### src/rtl/iter_div_pkg.sv
package iter_div_pkg;
    typedef enum logic [1:0] {
        ST_IDLE = 2'd0,
        ST_RUN  = 2'd1,
        ST_DONE = 2'd2
    } div_state_e;
endpackage

### src/rtl/div_prep.sv
module div_prep #(
    parameter int W = 16
) (
    input  logic [W-1:0]   dvd_hi,
    input  logic [W-1:0]   dvd_lo,
    input  logic [W-1:0]   dvsr,
    input  logic           sgn,
    input  logic           wide,
    output logic [2*W-1:0] num_mag,
    output logic [W-1:0]   den_mag,
    output logic           num_neg,
    output logic           den_neg,
    output logic           pre_ovf
);
    localparam int DW = 2 * W;

    logic          ext_bit;
    logic [DW-1:0] num;

    always_comb begin
        ext_bit = sgn & dvd_lo[W-1];
        num     = wide ? {dvd_hi, dvd_lo} : {{W{ext_bit}}, dvd_lo};
        num_neg = sgn & num[DW-1];
        den_neg = sgn & dvsr[W-1];
        num_mag = num_neg ? (~num + 1'b1) : num;
        den_mag = den_neg ? (~dvsr + 1'b1) : dvsr;
        // Upper half not below divisor: quotient needs more than W bits (or divisor is zero)
        pre_ovf = (num_mag[DW-1:W] >= den_mag);
    end
endmodule

### src/rtl/div_step.sv
module div_step #(
    parameter int W = 16
) (
    input  logic [W-1:0] rem_in,
    input  logic [W-1:0] quo_in,
    input  logic [W-1:0] den,
    output logic [W-1:0] rem_out,
    output logic [W-1:0] quo_out
);
    logic [W:0] shifted;
    logic [W:0] trial;

    always_comb begin
        shifted = {rem_in, quo_in[W-1]};
        trial   = shifted - {1'b0, den};
        if (!trial[W]) begin
            rem_out = trial[W-1:0];
            quo_out = {quo_in[W-2:0], 1'b1};
        end else begin
            rem_out = shifted[W-1:0];
            quo_out = {quo_in[W-2:0], 1'b0};
        end
    end
endmodule

### src/rtl/div_fix.sv
module div_fix #(
    parameter int W = 16
) (
    input  logic [W-1:0] quo_mag,
    input  logic [W-1:0] rem_mag,
    input  logic         q_neg,
    input  logic         r_neg,
    input  logic         sgn,
    input  logic         pre_ovf,
    output logic [W-1:0] quo,
    output logic [W-1:0] rem,
    output logic         ovf
);
    logic range_bad;

    always_comb begin
        quo = q_neg ? (~quo_mag + 1'b1) : quo_mag;
        rem = r_neg ? (~rem_mag + 1'b1) : rem_mag;
        if (q_neg) range_bad = quo_mag[W-1] & (|quo_mag[W-2:0]);
        else       range_bad = quo_mag[W-1];
        ovf = pre_ovf | (sgn & range_bad);
    end
endmodule

### src/rtl/iter_div.sv
module iter_div #(
    parameter int W = 16
) (
    input  logic         clk,
    input  logic         rst_n,
    input  logic         start,
    input  logic [W-1:0] dvd_hi,
    input  logic [W-1:0] dvd_lo,
    input  logic [W-1:0] dvsr,
    input  logic         sgn,
    input  logic         wide,
    output logic         busy,
    output logic         done,
    output logic [W-1:0] quo,
    output logic [W-1:0] rem,
    output logic         ovf
);
    import iter_div_pkg::*;

    localparam int DW = 2 * W;
    localparam int CW = (W > 1) ? $clog2(W) : 1;
    localparam int KW = $clog2(W + 2) + 1;
    localparam logic [CW-1:0] LAST = CW'(W - 1);

    div_state_e state, state_nx;
    logic [CW-1:0] iter_q;
    logic [W-1:0]  rem_q, quo_q, den_q;
    logic          sgn_q, qneg_q, rneg_q, povf_q;
    logic          accept;

    logic [DW-1:0] p_num_mag;
    logic [W-1:0]  p_den_mag;
    logic          p_num_neg, p_den_neg, p_ovf;
    logic [W-1:0]  s_rem, s_quo;

    div_prep #(.W(W)) prep_i (
        .dvd_hi (dvd_hi),
        .dvd_lo (dvd_lo),
        .dvsr   (dvsr),
        .sgn    (sgn),
        .wide   (wide),
        .num_mag(p_num_mag),
        .den_mag(p_den_mag),
        .num_neg(p_num_neg),
        .den_neg(p_den_neg),
        .pre_ovf(p_ovf)
    );

    div_step #(.W(W)) step_i (
        .rem_in (rem_q),
        .quo_in (quo_q),
        .den    (den_q),
        .rem_out(s_rem),
        .quo_out(s_quo)
    );

    div_fix #(.W(W)) fix_i (
        .quo_mag(quo_q),
        .rem_mag(rem_q),
        .q_neg  (qneg_q),
        .r_neg  (rneg_q),
        .sgn    (sgn_q),
        .pre_ovf(povf_q),
        .quo    (quo),
        .rem    (rem),
        .ovf    (ovf)
    );

    assign accept = (state == ST_IDLE) && start;

    // Next-state logic
    always_comb begin
        state_nx = state;
        unique case (state)
            ST_IDLE: if (start) state_nx = ST_RUN;
            ST_RUN:  if (iter_q == LAST) state_nx = ST_DONE;
            ST_DONE: state_nx = ST_IDLE;
            default: state_nx = ST_IDLE;
        endcase
    end

    // State register
    always_ff @(posedge clk or negedge rst_n) begin
        if (!rst_n) state <= ST_IDLE;
        else        state <= state_nx;
    end

    // Outputs
    always_comb begin
        busy = (state != ST_IDLE);
        done = (state == ST_DONE);
    end

    // Datapath registers
    always_ff @(posedge clk or negedge rst_n) begin
        if (!rst_n) begin
            iter_q <= '0;
            rem_q  <= '0;
            quo_q  <= '0;
            den_q  <= '0;
            sgn_q  <= 1'b0;
            qneg_q <= 1'b0;
            rneg_q <= 1'b0;
            povf_q <= 1'b0;
        end else if (accept) begin
            iter_q <= '0;
            rem_q  <= p_num_mag[DW-1:W];
            quo_q  <= p_num_mag[W-1:0];
            den_q  <= p_den_mag;
            sgn_q  <= sgn;
            qneg_q <= p_num_neg ^ p_den_neg;
            rneg_q <= p_num_neg;
            povf_q <= p_ovf;
        end else if (state == ST_RUN) begin
            iter_q <= iter_q + 1'b1;
            rem_q  <= s_rem;
            quo_q  <= s_quo;
        end
    end

    // Latency watch for the completion check
    logic [KW-1:0] chk_cyc;
    always_ff @(posedge clk or negedge rst_n) begin
        if (!rst_n)     chk_cyc <= '0;
        else if (!busy) chk_cyc <= '0;
        else            chk_cyc <= chk_cyc + 1'b1;
    end

    AST_DONE_PULSE:   assert property (@(posedge clk) disable iff (!rst_n) done |=> !done);
    AST_DONE_LATENCY: assert property (@(posedge clk) disable iff (!rst_n) done |-> (chk_cyc == KW'(W)));
    AST_START_TAKEN:  assert property (@(posedge clk) disable iff (!rst_n) (start && !busy) |=> (busy && !done));
    AST_BUSY_HOLD:    assert property (@(posedge clk) disable iff (!rst_n) (busy && !done) |=> busy);
    AST_RESULT_HOLD:  assert property (@(posedge clk) disable iff (!rst_n) (!busy && !start) |=> ($stable(quo) && $stable(rem) && $stable(ovf)));
    AST_ZERO_DIVISOR: assert property (@(posedge clk) disable iff (!rst_n) (done && den_q == '0) |-> ovf);
    AST_REM_BOUND:    assert property (@(posedge clk) disable iff (!rst_n) (done && !ovf) |-> (rem_q < den_q));
    AST_RESET_IDLE:   assert property (@(posedge clk) !rst_n |=> (!busy && !done));
endmodule

### config.mk
export PLATFORM = sky130hd
export DESIGN_NAME = iter_div
export DESIGN_NICKNAME = d
export VERILOG_FILES = /design/src/rtl/iter_div_pkg.sv /design/src/rtl/div_prep.sv /design/src/rtl/div_step.sv /design/src/rtl/div_fix.sv /design/src/rtl/iter_div.sv
export SDC_FILE = /design/constraint.sdc
export NUM_CORES = 1
export LEC_CHECK = 0
export ABC_CLOCK_PERIOD_IN_PS = 8500
export BUFFER_PORTS_ARGS = -buffer_cell sky130_fd_sc_hd__buf_2
export CORE_ASPECT_RATIO = 1.2
export CORE_MARGIN = 4
export CORE_UTILIZATION = 30
export DETAILED_ROUTE_END_ITERATION = 8
export GPL_TIMING_DRIVEN = 0
export PLACE_DENSITY = 0.52
export SLEW_MARGIN = 25
export SYNTH_ARGS = -nofsm -noshare
export SYNTH_HDL_FRONTEND = slang
export SYNTH_HIERARCHICAL = 1
export SYNTH_SLANG_ARGS = --single-unit
### constraint.sdc
create_clock -name clk -period 8.5 [get_ports clk]
set_input_delay 0.85 -clock clk [delete_from_list [all_inputs] [get_ports clk]]
set_output_delay 0.85 -clock clk [all_outputs]
set_load 0.05 [all_outputs]
==> results of run 1 <==
## area by class of cell
cell class,count,share of cell area [%]
Multi-Input combinational cell,556,57.39
Sequential cell,58,20.86
Timing Repair Buffer,86,6.544
Tap cell,256,4.603
Buffer,43,4.189
Clock buffer,15,3.991
Inverter,43,2.319
Clock inverter,1,0.1079
## cells in the final DEF (no fill, tap or decap), drive strengths merged, types with 6 or more instances in the layout
cell type and instances:
buf 120, nand2 104, xnor2 62, dfrtp 58, inv 41, o21ai 40, ha 37, nor2 33
mux2 33, a22oi 32, a21oi 31, clkbuf 24, xor2 23, o31ai 21, nand3 14, nand2b 10
nor3 10, a21o 8, o41ai 8, nor2b 7, mux2i 6, or4 6
## power by group through the flow
stage               sequential [mW]  clock [mW]  combinational [mW]
floorplan                     0.548           0                2.00
global placement              0.609           0                2.47
detailed placement            0.611           0                2.47
CTS                           0.608       0.357                2.49
global route                  0.633       0.372                2.71
finish                        0.605       0.349                2.47
## logic make-up after synthesis
kind of cell / share of synthesized area, %
compound gates: 21.17
flops: 24.61
buf+inv: 7.679
fa+ha+maj: 8.188
xor+xnor: 12.75
simple gates: 17.59
mux: 8.019
## worst max path at each step
| stage | startpoint | end | slack (ps) | cells past startpoint |
|---|---|---|---|---|
| 6_report | dvd_lo[7] | povf_q | 4450 | 13 |
| 5_1_grt | dvd_lo[7] | povf_q | 4310 | 13 |
| 4_1_cts | dvd_lo[7] | povf_q | 4480 | 13 |
| 3_5_place_dp | dvd_lo[7] | povf_q | 4130 | 13 |
| 3_3_place_gp | dvd_lo[7] | povf_q | 4150 | 13 |
| 2_1_floorplan | dvd_lo[7] | povf_q | 4760 | 12 |
## routing by layer
metal | GRT usage [%] | share of wire (%) | up-vias
li1 | - | - | 2677
met1 | 22.24 | 46 | 2564
met2 | 28.28 | 48 | 108
met3 | 2.648 | 3.9 | 18
met4 | 4.445 | 1.7 | 0
met5 | 0 | 0 | -
## state kept, by name (all words and copies together) (netlist names)
name / flops
den_q: 16
quo_q: 16
rem_q: 16
iter_q: 4
state: 2
povf_q: 1
qneg_q: 1
rneg_q: 1
sgn_q: 1
==> impl_metrics.env, run 1 <==
export IMPL_clk_pin_slew_ps=50
export IMPL_drv_slew=0
export IMPL_fin_crit_ps=4046
export IMPL_vias_per_cell=5.073
export IMPL_final_area_um2=6959
export IMPL_crit_top_cell="o31ai_1"
export IMPL_p_leak_nw=3.204
export IMPL_post_route_period_util_pct=47.60
export IMPL_area_growth_pct=17.99
export IMPL_cap_violations=0
export IMPL_grt_pass1_vias=5422
export IMPL_max_clock_freq_mhz=247.2
export IMPL_clock_sinks=58
export IMPL_antenna_found_initial=0
export IMPL_yosysMostFrequentCell="nand2_1"
export IMPL_post_cts_buffers=0
export IMPL_place_area_um2=6674
export IMPL_clock_root_buffer="clkbuf_16"
export IMPL_via_count=5367
export IMPL_critical_path_class="in -> reg"
export IMPL_worstReg2RegStart="quo_q[15]"
export IMPL_crit_path_start_kind="primary input"
export IMPL_hold_class="in -> async"
export IMPL_whs_ps=349.2
export IMPL_synth_area_um2=5898
export IMPL_synth_top_area_share_pct=24.61
export IMPL_cts_hold_buf=0
export IMPL_swShare_pct=52.19
export IMPL_grt_max_degree=51
export IMPL_drive_above_1_share_pct=22.69
export IMPL_grt_pass1_wl_um=29180
export IMPL_yosys_warnings=6
export IMPL_path_delay_family="compound AO/OA/AOI/OAI gates"
export IMPL_worst_slew_pin_slew_ps=648.1
export IMPL_grt_setup_unrepaired="no"
export IMPL_pwr_share_comb_pct=72.1
export IMPL_power_frac_seq_pct=17.7
export IMPL_yosysTopAreaCell="dfrtp_1"
export IMPL_r2r_slack_ps=4780
export IMPL_register_area_um2=1451
export IMPL_synth_distinct_cells=65
export IMPL_worst_slack_ps=4454
export IMPL_reg2regPathDepth=13
export IMPL_globalplace_congestion=0.8561
export IMPL_finClkSkew_ps=11.35
export IMPL_worst_r2r_endpoint="rem_q[14]"
export IMPL_die_h_um=161.6
export IMPL_pin_count=88
export IMPL_fp_row_count=55
export IMPL_tritoncts="done"
export IMPL_clkPwrFrac_pct=10.2
export IMPL_core_area_um2=19060
export IMPL_cpMaxStageDelayCell="or4_4"
export IMPL_final_setup_tns_ps=0
export IMPL_fill_cells=2047
export IMPL_synthCells=700
export IMPL_ys_flop_type="dfrtp_1"
export IMPL_cp_max_fo=4
export IMPL_place_ws_ps=4131
export IMPL_worstSetupEndpointType="register"
export IMPL_powerDensity_nw_per_um2=492.2
export IMPL_utilization_pct=36.51
export IMPL_synthArstFlopShare_pct=100.0
export IMPL_cts_buffer_depth=2
export IMPL_synth_area_leaders="dfrtp_1 25%, xnor2_1 9.1%, ha_1 7.8%, nand2_1 6.6%, mux2_2 4.2%"
export IMPL_cp_required_ps=8710
export IMPL_io_buffers=85
export IMPL_status="complete, no violations"
export IMPL_crit_buf_inv=1
export IMPL_htreeDepth=3
export IMPL_cts_made_buffers=9
export IMPL_totalPowerFinal_mw=3.425
export IMPL_die_w_um=136
export IMPL_synth_seq_cells=58
export IMPL_path_cells="buf_2 > or4_4 > nor3_1 > nand3_1 > o31ai_1 > xor2_1 > ha_1 > nand2b_1 > a21o_1 > a211oi_1 > o31ai_1 > a211o_1 > mux2_2"
export IMPL_avgSynthCellArea_um2=8.426
export IMPL_grt_overflow=0
export IMPL_hpwlAfterDp_um=14420
export IMPL_totalWireLength_um=18240
export IMPL_drc=0
export IMPL_hold_viol=0
export IMPL_dieArea_um2=21980
export IMPL_post_cts_resized=0
export IMPL_arrival_ps=4260
export IMPL_setup_violations=0
export IMPL_max_slew_margin_pct=56.58
export IMPL_grt_total_usage_pct=16.77
export IMPL_peakVddDrop_mv=0.4632
export IMPL_fin_cells=1058
export IMPL_synth_edf_count=0
export IMPL_power_internal_mw=1.638
export IMPL_yosysSeqAreaShare_pct=24.61
export IMPL_dp_cells=1042
export IMPL_dr_pass1_iters=5
export IMPL_syn_num_nets=791
export IMPL_worstSkewPairLatency_ps=330
export IMPL_yosys_top_cells_count="104 x nand2_1, 61 x xnor2_1, 58 x dfrtp_1"
export IMPL_antenna_cells=0
export IMPL_nets=888
export IMPL_drtIter0Drc=269
export IMPL_initial_core_util_pct=30.94
export IMPL_routedWlPerCell_um=17.24
export IMPL_antenna_left=0
export IMPL_slowest_delay_ps=550
export IMPL_power_switching_mw=1.788
export IMPL_multiInputGateArea_um2=3994
Note: power is estimated with default switching activity, not from simulation.
==> run 2, diff against run 1 <==
ABC_CLOCK_PERIOD_IN_PS = 4000   (was 8500)
clock period = 4 ns   (was 8.5 ns; I/O delays follow)
==> run 2 against run 1 <==
  * Setup slack got worse by 4200 ps
  * Sequential cell count did not move
  * Largest cell class unchanged
  * Clock power rose by 110%
  * Combinational power rose by 110%
  * Utilization rose by 0.053 points
  * Final cell count barely moved
  * Worst hold slack improved by 92 ps
  * Global-route usage barely moved
  * Sequential power rose by 110%
==> impl_metrics.env, run 2 (synthesized netlist as in run 1, its figures left out) <==
export IMPL_cp_max_fo=10
export IMPL_nets=889
export IMPL_cap_violations=0
export IMPL_dr_pass1_iters=4
export IMPL_setup_violations=0
export IMPL_hold_class="in -> async"
export IMPL_slowest_delay_ps=550
export IMPL_io_buffers=85
export IMPL_antenna_found_initial=0
export IMPL_initial_core_util_pct=30.94
export IMPL_arrival_ps=3950
export IMPL_post_route_period_util_pct=93.54
export IMPL_hpwlAfterDp_um=14420
export IMPL_worst_slew_pin_slew_ps=729.9
export IMPL_vias_per_cell=5.120
export IMPL_hold_viol=0
export IMPL_final_common_cell="nand2_1"
export IMPL_finClkSkew_ps=11.58
export IMPL_via_count=5422
export IMPL_antenna_left=0
export IMPL_final_setup_tns_ps=0
export IMPL_fill_cells=2046
export IMPL_cts_buffer_depth=2
export IMPL_drive_above_1_share_pct=22.67
export IMPL_status="complete, no violations"
export IMPL_grt_pass1_wl_um=29200
export IMPL_clk_pin_slew_ps=60
export IMPL_power_frac_seq_pct=17.7
export IMPL_fin_cells=1059
export IMPL_power_internal_mw=3.481
export IMPL_drtIter0Drc=281
export IMPL_cpMaxStageDelayCell="xnor2_2"
export IMPL_crit_path_start_kind="register"
export IMPL_totalWireLength_um=18280
export IMPL_post_cts_resized=0
export IMPL_max_slew_margin_pct=50.83
export IMPL_p_leak_nw=3.208
export IMPL_drv_slew=0
export IMPL_max_clock_freq_mhz=267.3
export IMPL_clock_sinks=58
export IMPL_grt_overflow=0
export IMPL_cp_required_ps=4210
export IMPL_post_cts_buffers=0
export IMPL_utilization_pct=36.56
export IMPL_grt_setup_unrepaired="no"
export IMPL_drc=0
export IMPL_htreeDepth=3
export IMPL_path_cells="inv_1 > ha_1 > fa_1 > nor2b_1 > o31a_1 > o41a_1 > and4_4 > a311oi_2 > xnor2_2 > buf_6 > mux2_4 > a22oi_1 > nand2_1"
export IMPL_die_w_um=136
export IMPL_globalplace_congestion=0.8561
export IMPL_dp_cells=1042
export IMPL_routedWlPerCell_um=17.27
export IMPL_swShare_pct=52.21
export IMPL_pin_count=88
export IMPL_most_common_layout_cells="104 x nand2_1, 86 x buf_2, 61 x xnor2_1"
export IMPL_cts_made_buffers=9
export IMPL_worstSkewPairLatency_ps=330
export IMPL_totalPowerFinal_mw=7.285
export IMPL_grt_pass1_vias=5431
export IMPL_grt_total_usage_pct=16.78
export IMPL_fin_crit_ps=3742
export IMPL_reg_top3="den_q x16, quo_q x16, rem_q x16"
export IMPL_cts_hold_buf=1
export IMPL_tritoncts="done"
export IMPL_critical_path_class="reg -> reg"
export IMPL_peakVddDrop_mv=0.9847
export IMPL_worst_slack_ps=258.4
export IMPL_dieArea_um2=21980
export IMPL_powerDensity_nw_per_um2=1045
export IMPL_core_area_um2=19060
export IMPL_clkPwrFrac_pct=10.2
export IMPL_power_switching_mw=3.804
export IMPL_area_growth_pct=18.16
export IMPL_grt_max_degree=51
export IMPL_worstSetupEndpointType="register"
export IMPL_die_h_um=161.6
export IMPL_place_ws_ps=81.40
export IMPL_pwr_share_comb_pct=72.1
export IMPL_clock_root_buffer="clkbuf_16"
export IMPL_fp_row_count=55
export IMPL_antenna_cells=0
## run 2: changes by cell type in the layout (fill, tap and decap cells not counted), sizes merged
cell         change
dlygate4sd3      +1
## run 2: cell type report
class	instances	area (um^2)	area share, %
plain buffers	43	291.5	4.183
flip-flops and latches	58	1451	20.83
multi-input cells	556	3994	57.31
well taps	256	320.3	4.596
clock buffers	15	277.8	3.986
repair buffers	87	465.4	6.679
clock inverters	1	7.507	0.1077
inverters	43	161.4	2.316
## run 2: stage by stage
| stage | instance area (um^2) | hold slack, ps |
|---|---|---|
| after floorplan | 5898 | 104.4 |
| after CTS | 6969 | 434.2 |
| after global placement | 6644 | 470.5 |
| after global routing | 6969 | 466.8 |
| final | 6969 | 441.6 |
| after detailed placement | 6674 | 248.0 |
## run 2: path summary, 6_finish.rpt
| path | from | end | slack, ps | cells after the start |
|---|---|---|---|---|
| worst max-delay path | quo_q[15] | rem_q[14] | 260 | 13 |
| worst min-delay path | rst_n | quo_q[6] | 440 | 2 |
| worst max register to register | quo_q[15] | rem_q[14] | 260 | 13 |
| worst min register to register | iter_q[3] | iter_q[3] | 480 | 1 |
| max in group asynchronous | rst_n | rem_q[1] | 3050 | 3 |
| min in group clk | dvd_lo[0] | quo_q[0] | 450 | 4 |
## run 2: worst max-delay path, delay by kind of cell, from the launching register on
family / cells / cell delay, ps
AOI/OAI and AO/OA: 4 / 750
xor gates and xnor gates: 1 / 550
adders and majority gates: 2 / 690
buffers and inverters: 2 / 380
DFF: 1 / 440
muxes: 1 / 320
and+or+nand+nor: 3 / 500
## run 2: power groups by stage
stage	sequential (mW)	combinational [mW]	clock, mW
CTS	1.29	5.29	0.759
global route	1.34	5.75	0.791
detailed placement	1.30	5.25	0
floorplan	1.17	4.25	0
finish	1.29	5.25	0.744
global placement	1.29	5.25	0
## run 2: metal layers
layer  part of all wire (%)  routed length [um]  GRT usage (%)
met1                     46                8342          22.24
met3                    3.8                 702          2.648
met2                     49                8924          28.30
met4                    1.7                 314          4.445
met5                      0                   0              0
